[src/rtl/uart_diag_pkg.sv]
package uart_diag_pkg;
  typedef enum logic [1:0] {
    MODE_NORMAL = 2'b00,
    MODE_ECHO   = 2'b01,
    MODE_LOCAL  = 2'b10,
    MODE_REMOTE = 2'b11
  } chan_mode_e;

  function automatic logic is_echo(input logic [1:0] m);
    return (m == MODE_ECHO) || (m == MODE_REMOTE);
  endfunction
endpackage

[src/rtl/udr_echo_path.sv]
module udr_echo_path
  import uart_diag_pkg::*;
(
  input  logic       clk_i,
  input  logic       rst_ni,
  input  logic [1:0] mode_i,
  input  logic       tx_en_i,
  input  logic       rxd_i,
  input  logic       rx_clk_en_i,
  input  logic       rx_stop_i,
  output logic       echo_bit_o,
  output logic [1:0] tx_mode_o
);
  logic       echo_q;
  logic       hold_q;
  logic [1:0] hold_mode_q;
  logic       echo_now;

  assign echo_now = is_echo(mode_i);

  // reclock the line on each receive sample
  always_ff @(posedge clk_i or negedge rst_ni) begin
    if (!rst_ni)          echo_q <= 1'b1;
    else if (rx_clk_en_i) echo_q <= rxd_i;
  end

  // pending exit: stop bit is being re-sent until the next sample
  always_ff @(posedge clk_i or negedge rst_ni) begin
    if (!rst_ni) begin
      hold_q      <= 1'b0;
      hold_mode_q <= MODE_ECHO;
    end else if (rx_stop_i && echo_now && tx_en_i) begin
      hold_q      <= 1'b1;
      hold_mode_q <= mode_i;
    end else if (rx_clk_en_i) begin
      hold_q      <= 1'b0;
    end
  end

  assign echo_bit_o = echo_q;
  assign tx_mode_o  = (hold_q && !echo_now) ? hold_mode_q : mode_i;

  AST_ECHO_RECLOCK: assert property (@(posedge clk_i) disable iff (!rst_ni)
    rx_clk_en_i |=> (echo_bit_o == $past(rxd_i)));
  AST_ECHO_STABLE: assert property (@(posedge clk_i) disable iff (!rst_ni)
    !rx_clk_en_i |=> $stable(echo_bit_o));
  AST_HOLD_TAKEN: assert property (@(posedge clk_i) disable iff (!rst_ni)
    (rx_stop_i && echo_now && tx_en_i) |=> hold_q);
  AST_HOLD_RELEASE: assert property (@(posedge clk_i) disable iff (!rst_ni)
    (rx_clk_en_i && !rx_stop_i) |=> !hold_q);
  AST_NO_HOLD_DISABLED: assert property (@(posedge clk_i) disable iff (!rst_ni)
    (!hold_q && !tx_en_i) |=> !hold_q);
endmodule

[src/rtl/udr_rx_gate.sv]
module udr_rx_gate
  import uart_diag_pkg::*;
#(
  parameter int DATA_W = 8,
  parameter int ERR_W  = 4
) (
  input  logic [1:0]        mode_i,
  input  logic              rxd_i,
  input  logic              tx_ser_i,
  input  logic              rx_clk_en_i,
  input  logic              tx_clk_en_i,
  input  logic [DATA_W-1:0] rx_data_i,
  input  logic              rx_valid_i,
  input  logic [ERR_W-1:0]  rx_err_i,
  output logic              rx_ser_o,
  output logic              rx_baud_o,
  output logic [DATA_W-1:0] cpu_rx_data_o,
  output logic              cpu_rx_valid_o,
  output logic [ERR_W-1:0]  cpu_rx_err_o
);
  logic local_loop;
  logic remote_loop;

  assign local_loop  = (mode_i == MODE_LOCAL);
  assign remote_loop = (mode_i == MODE_REMOTE);

  // internal loop taps the transmitter before the pin override
  assign rx_ser_o       = local_loop ? tx_ser_i : rxd_i;
  assign rx_baud_o      = local_loop ? tx_clk_en_i : rx_clk_en_i;
  assign cpu_rx_data_o  = remote_loop ? '0 : rx_data_i;
  assign cpu_rx_valid_o = remote_loop ? 1'b0 : rx_valid_i;
  assign cpu_rx_err_o   = remote_loop ? '0 : rx_err_i;
endmodule

[src/rtl/udr_tx_gate.sv]
module udr_tx_gate
  import uart_diag_pkg::*;
#(
  parameter int DATA_W = 8
) (
  input  logic [1:0]        tx_mode_i,
  input  logic              echo_bit_i,
  input  logic              tx_ser_i,
  input  logic              rx_clk_en_i,
  input  logic              tx_clk_en_i,
  input  logic [DATA_W-1:0] cpu_tx_data_i,
  input  logic              cpu_tx_valid_i,
  input  logic              tx_rdy_i,
  input  logic              tx_emt_i,
  output logic              txd_o,
  output logic              tx_baud_o,
  output logic [DATA_W-1:0] tx_data_o,
  output logic              tx_valid_o,
  output logic              cpu_tx_rdy_o,
  output logic              cpu_tx_emt_o
);
  logic echo_tx;

  assign echo_tx = is_echo(tx_mode_i);

  always_comb begin
    unique case (tx_mode_i)
      MODE_NORMAL: txd_o = tx_ser_i;
      MODE_LOCAL:  txd_o = 1'b1;
      default:     txd_o = echo_bit_i;
    endcase
  end

  assign tx_baud_o    = echo_tx ? rx_clk_en_i : tx_clk_en_i;
  assign tx_data_o    = cpu_tx_data_i;
  assign tx_valid_o   = echo_tx ? 1'b0 : cpu_tx_valid_i;
  assign cpu_tx_rdy_o = echo_tx ? 1'b0 : tx_rdy_i;
  assign cpu_tx_emt_o = echo_tx ? 1'b0 : tx_emt_i;
endmodule

[src/rtl/uart_diag_router.sv]
module uart_diag_router
  import uart_diag_pkg::*;
#(
  parameter int DATA_W = 8,
  parameter int ERR_W  = 4
) (
  input  logic              clk_i,
  input  logic              rst_ni,
  input  logic [1:0]        mode_i,
  input  logic              tx_en_i,
  input  logic              rxd_i,
  output logic              txd_o,
  input  logic              rx_clk_en_i,
  input  logic              tx_clk_en_i,
  output logic              rx_ser_o,
  output logic              rx_baud_o,
  input  logic              rx_stop_i,
  input  logic [DATA_W-1:0] rx_data_i,
  input  logic              rx_valid_i,
  input  logic [ERR_W-1:0]  rx_err_i,
  output logic [DATA_W-1:0] cpu_rx_data_o,
  output logic              cpu_rx_valid_o,
  output logic [ERR_W-1:0]  cpu_rx_err_o,
  input  logic              tx_ser_i,
  output logic              tx_baud_o,
  input  logic [DATA_W-1:0] cpu_tx_data_i,
  input  logic              cpu_tx_valid_i,
  output logic [DATA_W-1:0] tx_data_o,
  output logic              tx_valid_o,
  input  logic              tx_rdy_i,
  input  logic              tx_emt_i,
  output logic              cpu_tx_rdy_o,
  output logic              cpu_tx_emt_o
);
  logic       echo_bit;
  logic [1:0] tx_mode;

  udr_echo_path u_echo (
    .clk_i       (clk_i),
    .rst_ni      (rst_ni),
    .mode_i      (mode_i),
    .tx_en_i     (tx_en_i),
    .rxd_i       (rxd_i),
    .rx_clk_en_i (rx_clk_en_i),
    .rx_stop_i   (rx_stop_i),
    .echo_bit_o  (echo_bit),
    .tx_mode_o   (tx_mode)
  );

  udr_rx_gate #(.DATA_W(DATA_W), .ERR_W(ERR_W)) u_rx (
    .mode_i         (mode_i),
    .rxd_i          (rxd_i),
    .tx_ser_i       (tx_ser_i),
    .rx_clk_en_i    (rx_clk_en_i),
    .tx_clk_en_i    (tx_clk_en_i),
    .rx_data_i      (rx_data_i),
    .rx_valid_i     (rx_valid_i),
    .rx_err_i       (rx_err_i),
    .rx_ser_o       (rx_ser_o),
    .rx_baud_o      (rx_baud_o),
    .cpu_rx_data_o  (cpu_rx_data_o),
    .cpu_rx_valid_o (cpu_rx_valid_o),
    .cpu_rx_err_o   (cpu_rx_err_o)
  );

  udr_tx_gate #(.DATA_W(DATA_W)) u_tx (
    .tx_mode_i      (tx_mode),
    .echo_bit_i     (echo_bit),
    .tx_ser_i       (tx_ser_i),
    .rx_clk_en_i    (rx_clk_en_i),
    .tx_clk_en_i    (tx_clk_en_i),
    .cpu_tx_data_i  (cpu_tx_data_i),
    .cpu_tx_valid_i (cpu_tx_valid_i),
    .tx_rdy_i       (tx_rdy_i),
    .tx_emt_i       (tx_emt_i),
    .txd_o          (txd_o),
    .tx_baud_o      (tx_baud_o),
    .tx_data_o      (tx_data_o),
    .tx_valid_o     (tx_valid_o),
    .cpu_tx_rdy_o   (cpu_tx_rdy_o),
    .cpu_tx_emt_o   (cpu_tx_emt_o)
  );

  AST_REMOTE_RX_SILENT: assert property (@(posedge clk_i) disable iff (!rst_ni)
    (mode_i == MODE_REMOTE) |-> (!cpu_rx_valid_o && cpu_rx_err_o == '0));
  AST_LOCAL_RX_FROM_TX: assert property (@(posedge clk_i) disable iff (!rst_ni)
    (mode_i == MODE_LOCAL) |-> (rx_ser_o == tx_ser_i && rx_baud_o == tx_clk_en_i));
  AST_ECHO_TX_CUT: assert property (@(posedge clk_i) disable iff (!rst_ni)
    is_echo(mode_i) |-> (!tx_valid_o && !cpu_tx_rdy_o && !cpu_tx_emt_o));
  AST_ECHO_PIN: assert property (@(posedge clk_i) disable iff (!rst_ni)
    (is_echo(mode_i) && !rx_clk_en_i) |=> (!is_echo(mode_i) || $stable(txd_o)));
endmodule

[config.mk]
export PLATFORM = sky130hd
export DESIGN_NAME = uart_diag_router
export DESIGN_NICKNAME = d
export VERILOG_FILES = /design/src/rtl/uart_diag_pkg.sv /design/src/rtl/udr_echo_path.sv /design/src/rtl/udr_rx_gate.sv /design/src/rtl/udr_tx_gate.sv /design/src/rtl/uart_diag_router.sv
export SDC_FILE = /design/constraint.sdc
export NUM_CORES = 1
export LEC_CHECK = 0
export ABC_AREA = 1
export ABC_CLOCK_PERIOD_IN_PS = 2800
export BUFFER_PORTS_ARGS = -buffer_cell sky130_fd_sc_hd__buf_2
export CAP_MARGIN = 10
export CELL_PAD_IN_SITES_DETAIL_PLACEMENT = 0
export CELL_PAD_IN_SITES_GLOBAL_PLACEMENT = 1
export CORE_UTILIZATION = 17
export DETAILED_ROUTE_END_ITERATION = 8
export PLACE_DENSITY = 0.79
export SETUP_SLACK_MARGIN = 0.05
export SLEW_MARGIN = 10
export SYNTH_ARGS = -nofsm -noshare
export SYNTH_HDL_FRONTEND = slang
export SYNTH_SLANG_ARGS = --single-unit
[constraint.sdc]
create_clock -name clk_i -period 2.8 [get_ports clk_i]
set_input_delay 0.56 -clock clk_i [delete_from_list [all_inputs] [get_ports clk_i]]
set_output_delay 0.56 -clock clk_i [all_outputs]
set_load 0.05 [all_outputs]
==> impl_metrics.csv, run 1 <==
group,metric,value,unit
sta,period_share,0.694,
clock_network,post-cts-setup-buffers,0,
power_and_ir_drop,peakVddDrop,0.148,mV
die,dieArea,2730,µm²
global_routing,grt_pass1_vias,394,
routing,dr.pass1.iters,4,
logic_synthesis,yosysTopAreaCell,"inv_1",
setup_path,r2r_end,"u_echo.echo_bit_o",
routing,ant_nets,0,
routing,drtIter0Drc,4,
routing,wl_met1,419,µm
setup_path,rrSetupSlack,2.12,ns
clock_network,cts_buffer_depth,2,
setup_path,worstPathMaxFanout,6,
power_and_ir_drop,powerDensity,439,nW/µm²
clock_network,insertion_delay,0.23,ns
logic_synthesis,synth_warnings,0,
routing,wl_met2,503,µm
logic_synthesis,avgSynthCellArea,5.65,µm²
die,coreArea,2300,µm²
routing,dr_total_vias,527,
die,io_pins,62,
cells_and_area,final_cells,143,
setup_path,end_kind,"output pin",
sta,hold_viol,0,
placed_design,placed_cell_area,618,µm²
routing,routed_wl,1090,µm
sta,setup_viol,0,
global_routing,grt_antenna_before_repair,0,
global_routing,grt_pass1_wl,1450,µm
die,die_x,52.2,µm
sta,rsz0062_at_grt,"no",
cells_and_area,nNetsFinal,151,
routing,wl_per_cell,7.63,µm
clock_network,cts_tree,"yes",
routing,top_layer,"met3",
die,num_rows,17,
clock_network,clockRootBuffer,"clkbuf_4",
setup_path,cp.arrival,1.38,ns
global_routing,overflow,0,
logic_synthesis,yosys.area.top_type_share,0.192,
global_routing,grt_start_max_net_pins,14,
clock_network,h-tree-depth,1,
status,outcome,"completed",
placed_design,placed_cells,140,
sta,slew_viol_final,0,
routing,drc_errors,0,
power_and_ir_drop,p_leak,0.451,nW
placed_design,hpwlAfterDp,960,µm
cells_and_area,num_antenna_cells,0,
die,die-height,52.2,µm
cells_and_area,nFillCells,282,
logic_synthesis,mappedNetlistArea,429,µm²
setup_path,cp-startpoint,"u_echo.hold_mode_q[0]",
clock_network,cts_sinks,4,
logic_synthesis,synth_area_leaders,"inv_1 19%, nor2_1 17%, buf_4 14%, dfstp_2 12%, dfrtp_1 12%",
sta,max_freq,515,MHz
worst_hold_path,worstHoldPathType,"input port to asynchronous set/reset pin",
cells_and_area,seqCellArea,103,µm²
run,drv_cap,0,
setup_path,crit_path_start_kind,"flip-flop",
setup_path,reg2reg_depth,2,
placed_design,portBuffers,45,
setup_path,crit_end,"txd_o",
logic_synthesis,syn_inst,76,
logic_synthesis,synth_nets,110,
logic_synthesis,ys_seq_area_frac,0.239,
cells_and_area,area_delta_synth_final,49.3,%
sta,slew_headroom,0.775,
setup_path,critPathKind,"flip-flop to output pin",
cells_and_area,multi_input_area,169,µm²
setup_path,cp.required,2.24,ns
sta,setup_tns,0,ns
cells_and_area,drive_above_1_share,0.452,
sta,period_minus_slack,1.94,ns
die,initial_core_util,0.187,
sta,tightestPinTransition,0.338,ns
placed_design,gp_congestion,0.685,
routing,wl_met3,169,µm
logic_synthesis,ys_ff_latch,4,
clock_network,cts_resized,0,
cells_and_area,final_cell_area,641,µm²
clock_network,cts_inserted_buffers,3,
routing,drt-vias-per-instance,3.69,
global_routing,grt_use_total,0.0713,
clock_network,ctsHoldBuffers,0,
logic_synthesis,ys_types,12,
setup_path,r2r_start,"u_echo.echo_bit_o",
sta,skew,0,ns
clock_network,cts.reportedPaths.clkPinSlew,0.04,ns
==> layout make-up <==
type / instances / area share
tap: 28 / 0.0547
timing repair buffer: 45 / 0.352
inverter: 23 / 0.135
clock buffer: 3 / 0.0352
multi-input combinational: 40 / 0.264
sequential: 4 / 0.160
==> cells in the mapped netlist (all sizes together) <==
library cell / count
a21oi: 4
buf: 9
dfrtp: 2
dfstp: 2
inv: 23
nand2: 12
nand3: 1
nor2: 19
o21ai: 4
==> how the worst min path moves through the flow <==
stage / startpoint / endpoint / cells after the start
2_1_floorplan: rst_ni / u_echo.hold_mode_q[1] / 0
3_3_place_gp: rst_ni / u_echo.hold_q / 1
3_5_place_dp: rst_ni / u_echo.hold_q / 1
4_1_cts: rst_ni / u_echo.hold_q / 1
5_1_grt: rst_ni / u_echo.hold_q / 1
6_report: rst_ni / u_echo.hold_q / 1
==> flip-flops by register name, summed over array words and instances, names as in the netlist <==
name	count
u_echo.hold_q	1
u_echo.echo_bit_o	1
u_echo.hold_mode_q	2
==> worst max-delay path, cell delays in order, from the launching register on <==
cell and delay, ns:
dfstp_2 0.52, nand2_1 0.10, nand2_4 0.10, nor2_1 0.05, a21oi_1 0.11, buf_2 0.28
==> cell usage in the layout (no fill, tap or decap) <==
cell	Yosys	final
nand2_4	1	1
nand2_1	11	11
dfrtp_1	2	2
buf_2	0	45
clkbuf_4	0	3
dfstp_2	2	2
o21ai_0	4	4
nor2_1	19	19
inv_1	22	22
a21oi_1	4	4
nand3_1	1	1
inv_2	1	1
==> report_power, final <==
group | total [mW] | switching, mW | internal (mW) | leakage (nW)
Sequential | 0.0665 | 0.00263 | 0.0639 | 0.0465
Combinational | 0.144 | 0.107 | 0.0378 | 0.391
Clock | 0.0704 | 0.0225 | 0.0479 | 0.0138
==> per-layer routing <==
metal  vias to the layer above  global-route usage
met5                         -                   0
met4                         0              0.0395
met3                         0              0.0319
met2                        34               0.135
met1                       208              0.0611
li1                        285                   -
==> cell families (layout without fill, tap and decap cells) <==
group / Yosys count / count (layout) / share of synthesized area
flops: 4 / 4 / 0.239
buf+inv: 32 / 71 / 0.367
simple gates: 32 / 32 / 0.300
compound gates: 8 / 8 / 0.0933
==> per-stage QoR <==
| step | hold slack [ns] | util | power (mW) | worst slack [ns] |
|---|---|---|---|---|
| detailed placement | 0.371 | 0.269 | 0.213 | 0.930 |
| floorplan | 0.264 | - | 0.202 | 0.428 |
| global route | 0.120 | 0.279 | 0.300 | 0.751 |
| global placement | 0.368 | 0.269 | 0.212 | 0.955 |
| CTS | 0.118 | 0.279 | 0.288 | 0.834 |
| finish | 0.124 | 0.279 | 0.281 | 0.858 |
Power figures use the tool's default switching activity.
==> run 2, diff against run 1 <==
- ABC_AREA: 1 -> 0
- ABC_CLOCK_PERIOD_IN_PS: 2800 -> 1800
- CORE_UTILIZATION: 17 -> 16
- PLACE_DENSITY: 0.79 -> 0.72
- clock period: 2.8 -> 1.8 ns (I/O delays scaled with it)
==> impl_metrics.csv, run 2 <==
group,metric,value,unit
status,outcome,"completed",
placed_design,portBuffers,45,
cells_and_area,largest_reg_flops,2,
routing,dr.pass1.iters,1,
clock_network,insertion_delay,0.23,ns
logic_synthesis,synth-compound-area-share,0.0717,
cells_and_area,nFillCells,244,
logic_synthesis,synth_ff_type,"dfstp_2",
cells_and_area,seqCellArea,103,µm²
setup_path,cp.arrival,1.35,ns
logic_synthesis,yosysMostFrequentCell,"and2_1",
setup_path,r2r_start,"u_echo.hold_mode_q[1]",
sta,period_minus_slack,1.71,ns
setup_path,end_kind,"output pin",
routing,wl_per_cell,10.4,µm
cells_and_area,area_delta_synth_final,65.4,%
sta,setup_slack,0.0905,ns
die,io_pins,62,
logic_synthesis,synth_top_family_by_area,"simple AND/OR/NAND/NOR gates",
cells_and_area,mostFrequentLayoutCell,"buf_2",
sta,rsz0062_at_grt,"yes",
clock_network,cts_sinks,4,
die,die_x,52.1,µm
logic_synthesis,ys_async_sr_fraction,1.00,
cells_and_area,nNetsFinal,122,
logic_synthesis,yosysTopAreaCell,"and2_1",
die,die-height,52.1,µm
power_and_ir_drop,power,0.455,mW
sta,tightestPinTransition,0.258,ns
routing,ant_nets,0,
logic_synthesis,synth_area_leaders,"and2_1 25%, buf_4 15%, dfstp_2 13%, dfrtp_1 12%, mux2_1 8.4%",
logic_synthesis,synthSimpleGateAreaFrac,0.352,
logic_synthesis,synth-edff-count,0,
placed_design,gp_congestion,0.745,
setup_path,critical_path.top_delay_family,"flip-flops",
setup_path,crit_buf_inv,1,
logic_synthesis,avgSynthCellArea,8.93,µm²
placed_design,hpwlAfterDp,1040,µm
global_routing,grt.busiest_layer,"met2",
placed_design,placed_cells,109,
cells_and_area,num_antenna_cells,0,
worst_hold_path,worstHoldPathType,"input port to flip-flop",
worst_hold_path,hold_start,"rxd_i",
logic_synthesis,ys_types,18,
setup_path,cp_slowest_stage_delay,0.56,ns
setup_path,cp_cell_sequence,"a21oi_4, mux2_4, buf_4",
power_and_ir_drop,peakVddDrop,0.234,mV
global_routing,grtUsageMet3,0.0263,
global_routing,grt_use_total,0.0839,
sta,slew_viol_final,0,
routing,drc_errors,0,
cells_and_area,multi_input_area,241,µm²
run,drv_cap,0,
placed_design,pre_cts_slack,0.200,ns
sta,skew,0,ns
sta,setup_viol,0,
setup_path,cp.required,1.44,ns
logic_synthesis,yosys.area.top_type_share,0.249,
logic_synthesis,synthTopCellsByCount,"16 x and2_1, 8 x buf_4, 3 x mux2_1",
cells_and_area,final_cells,114,
setup_path,rrSetupSlack,1.06,ns
worst_hold_path,min_delay_path_depth,2,
die,dieArea,2710,µm²
worst_hold_path,min_to,"u_echo.echo_bit_o",
die,coreArea,2300,µm²
setup_path,worst_path_max_delay_cell,"dfstp_2",
routing,routed_wl,1190,µm
power_and_ir_drop,powerDensity,685,nW/µm²
power_and_ir_drop,p_leak,0.356,nW
logic_synthesis,ys_seq_area_frac,0.255,
sta,setup_tns,0,ns
global_routing,grt_antenna_before_repair,0,
global_routing,grt_pass1_vias,387,
clock_network,h-tree-depth,1,
setup_path,critPathKind,"flip-flop to output pin",
sta,max_freq,585,MHz
global_routing,overflow,0,
clock_network,cts.reportedPaths.clkPinSlew,0.04,ns
logic_synthesis,synth-xor-area-share,0,
global_routing,use_met2,0.169,
clock_network,cts_inserted_buffers,3,
sta,hold_viol,0,
sta,slew_headroom,0.828,
setup_path,r2r_end,"u_echo.hold_mode_q[1]",
setup_path,crit_path_start_kind,"flip-flop",
cells_and_area,drive_above_1_share,0.663,
routing,drtIter0Drc,0,
setup_path,reg2reg_depth,1,
cells_and_area,final_util,0.289,
die,initial_core_util,0.175,
clock_network,cts_tree,"yes",
global_routing,grt_pass1_wl,1540,µm
cells_and_area,layout.cells.most_common_list,"40 x buf_2, 16 x and2_1, 5 x buf_4",
clock_network,cts_buffer_depth,2,
logic_synthesis,synth_warnings,0,
logic_synthesis,synth_nets,79,
logic_synthesis,synth-adder-area-share,0,
sta,period_share,0.950,
global_routing,grt_start_max_net_pins,14,
cells_and_area,top_register,"u_echo.hold_mode_q",
logic_synthesis,ys_ff_latch,4,
routing,drt-vias-per-instance,3.98,
setup_path,worstPathMaxFanout,3,
global_routing,grtUsageMet1,0.0632,
logic_synthesis,synthMuxAreaShare,0.150,
routing,dr_total_vias,454,
clock_network,clockRootBuffer,"clkbuf_4",
logic_synthesis,mappedNetlistArea,402,µm²
die,num_rows,17,
logic_synthesis,syn_inst,45,
## run 2: worst max path at each step
stage / start / end / slack, ns / cells past startpoint
after CTS: u_echo.hold_q / tx_baud_o / 0.05 / 3
after detailed placement: mode_i[0] / tx_baud_o / 0.20 / 4
final: u_echo.hold_mode_q[0] / tx_baud_o / 0.09 / 3
after global placement: mode_i[0] / tx_baud_o / 0.23 / 4
after floorplan: u_echo.hold_mode_q[0] / txd_o / 0.29 / 3
after global routing: u_echo.hold_mode_q[0] / tx_baud_o / 0.05 / 3
## run 2: cell families after synthesis
| family | after synthesis |
|---|---|
| AOI/OAI and AO/OA | 4 |
| buffers and inverters | 10 |
| DFF | 4 |
| muxes | 5 |
| and+or+nand+nor | 22 |
## run 2: stage by stage
stage | cell area [µm²] | hold WS (ns)
global placement | 597 | 0.169
finish | 664 | 0.379
detailed placement | 597 | 0.173
floorplan | 402 | 0.0644
global route | 664 | 0.376
CTS | 637 | 0.370
## run 2: report_power, final
| part | internal [mW] | switching, mW |
|---|---|---|
| sequential | 0.101 | 0.00616 |
| combinational | 0.0828 | 0.158 |
| clock | 0.0744 | 0.0332 |
## run 2: area by class of cell
type / instances / share of cell area
Clock buffer: 3 / 0.0339
Multi-Input combinational cell: 31 / 0.363
Sequential cell: 4 / 0.154
Timing Repair Buffer: 47 / 0.390
Inverter: 1 / 0.00565
Tap cell: 28 / 0.0527
## run 2: timing repair
item                                    CTS  global route
gates cloned                              0             0
buffers inserted                          1             0
hold buffers                              1             0
endpoints found under the setup margin    1             5
hold endpoints to repair                  2             0
resized for setup                         0            13
pin swaps                                 1             3
## run 2: layer usage
| layer | wire (µm) | vias to the layer above | share of wire |
|---|---|---|---|
| li1 | - | 222 | - |
| met1 | 399 | 194 | 0.34 |
| met2 | 635 | 34 | 0.54 |
| met3 | 134 | 4 | 0.11 |
| met4 | 15 | 0 | 0.013 |
| met5 | 0 | - | 0 |
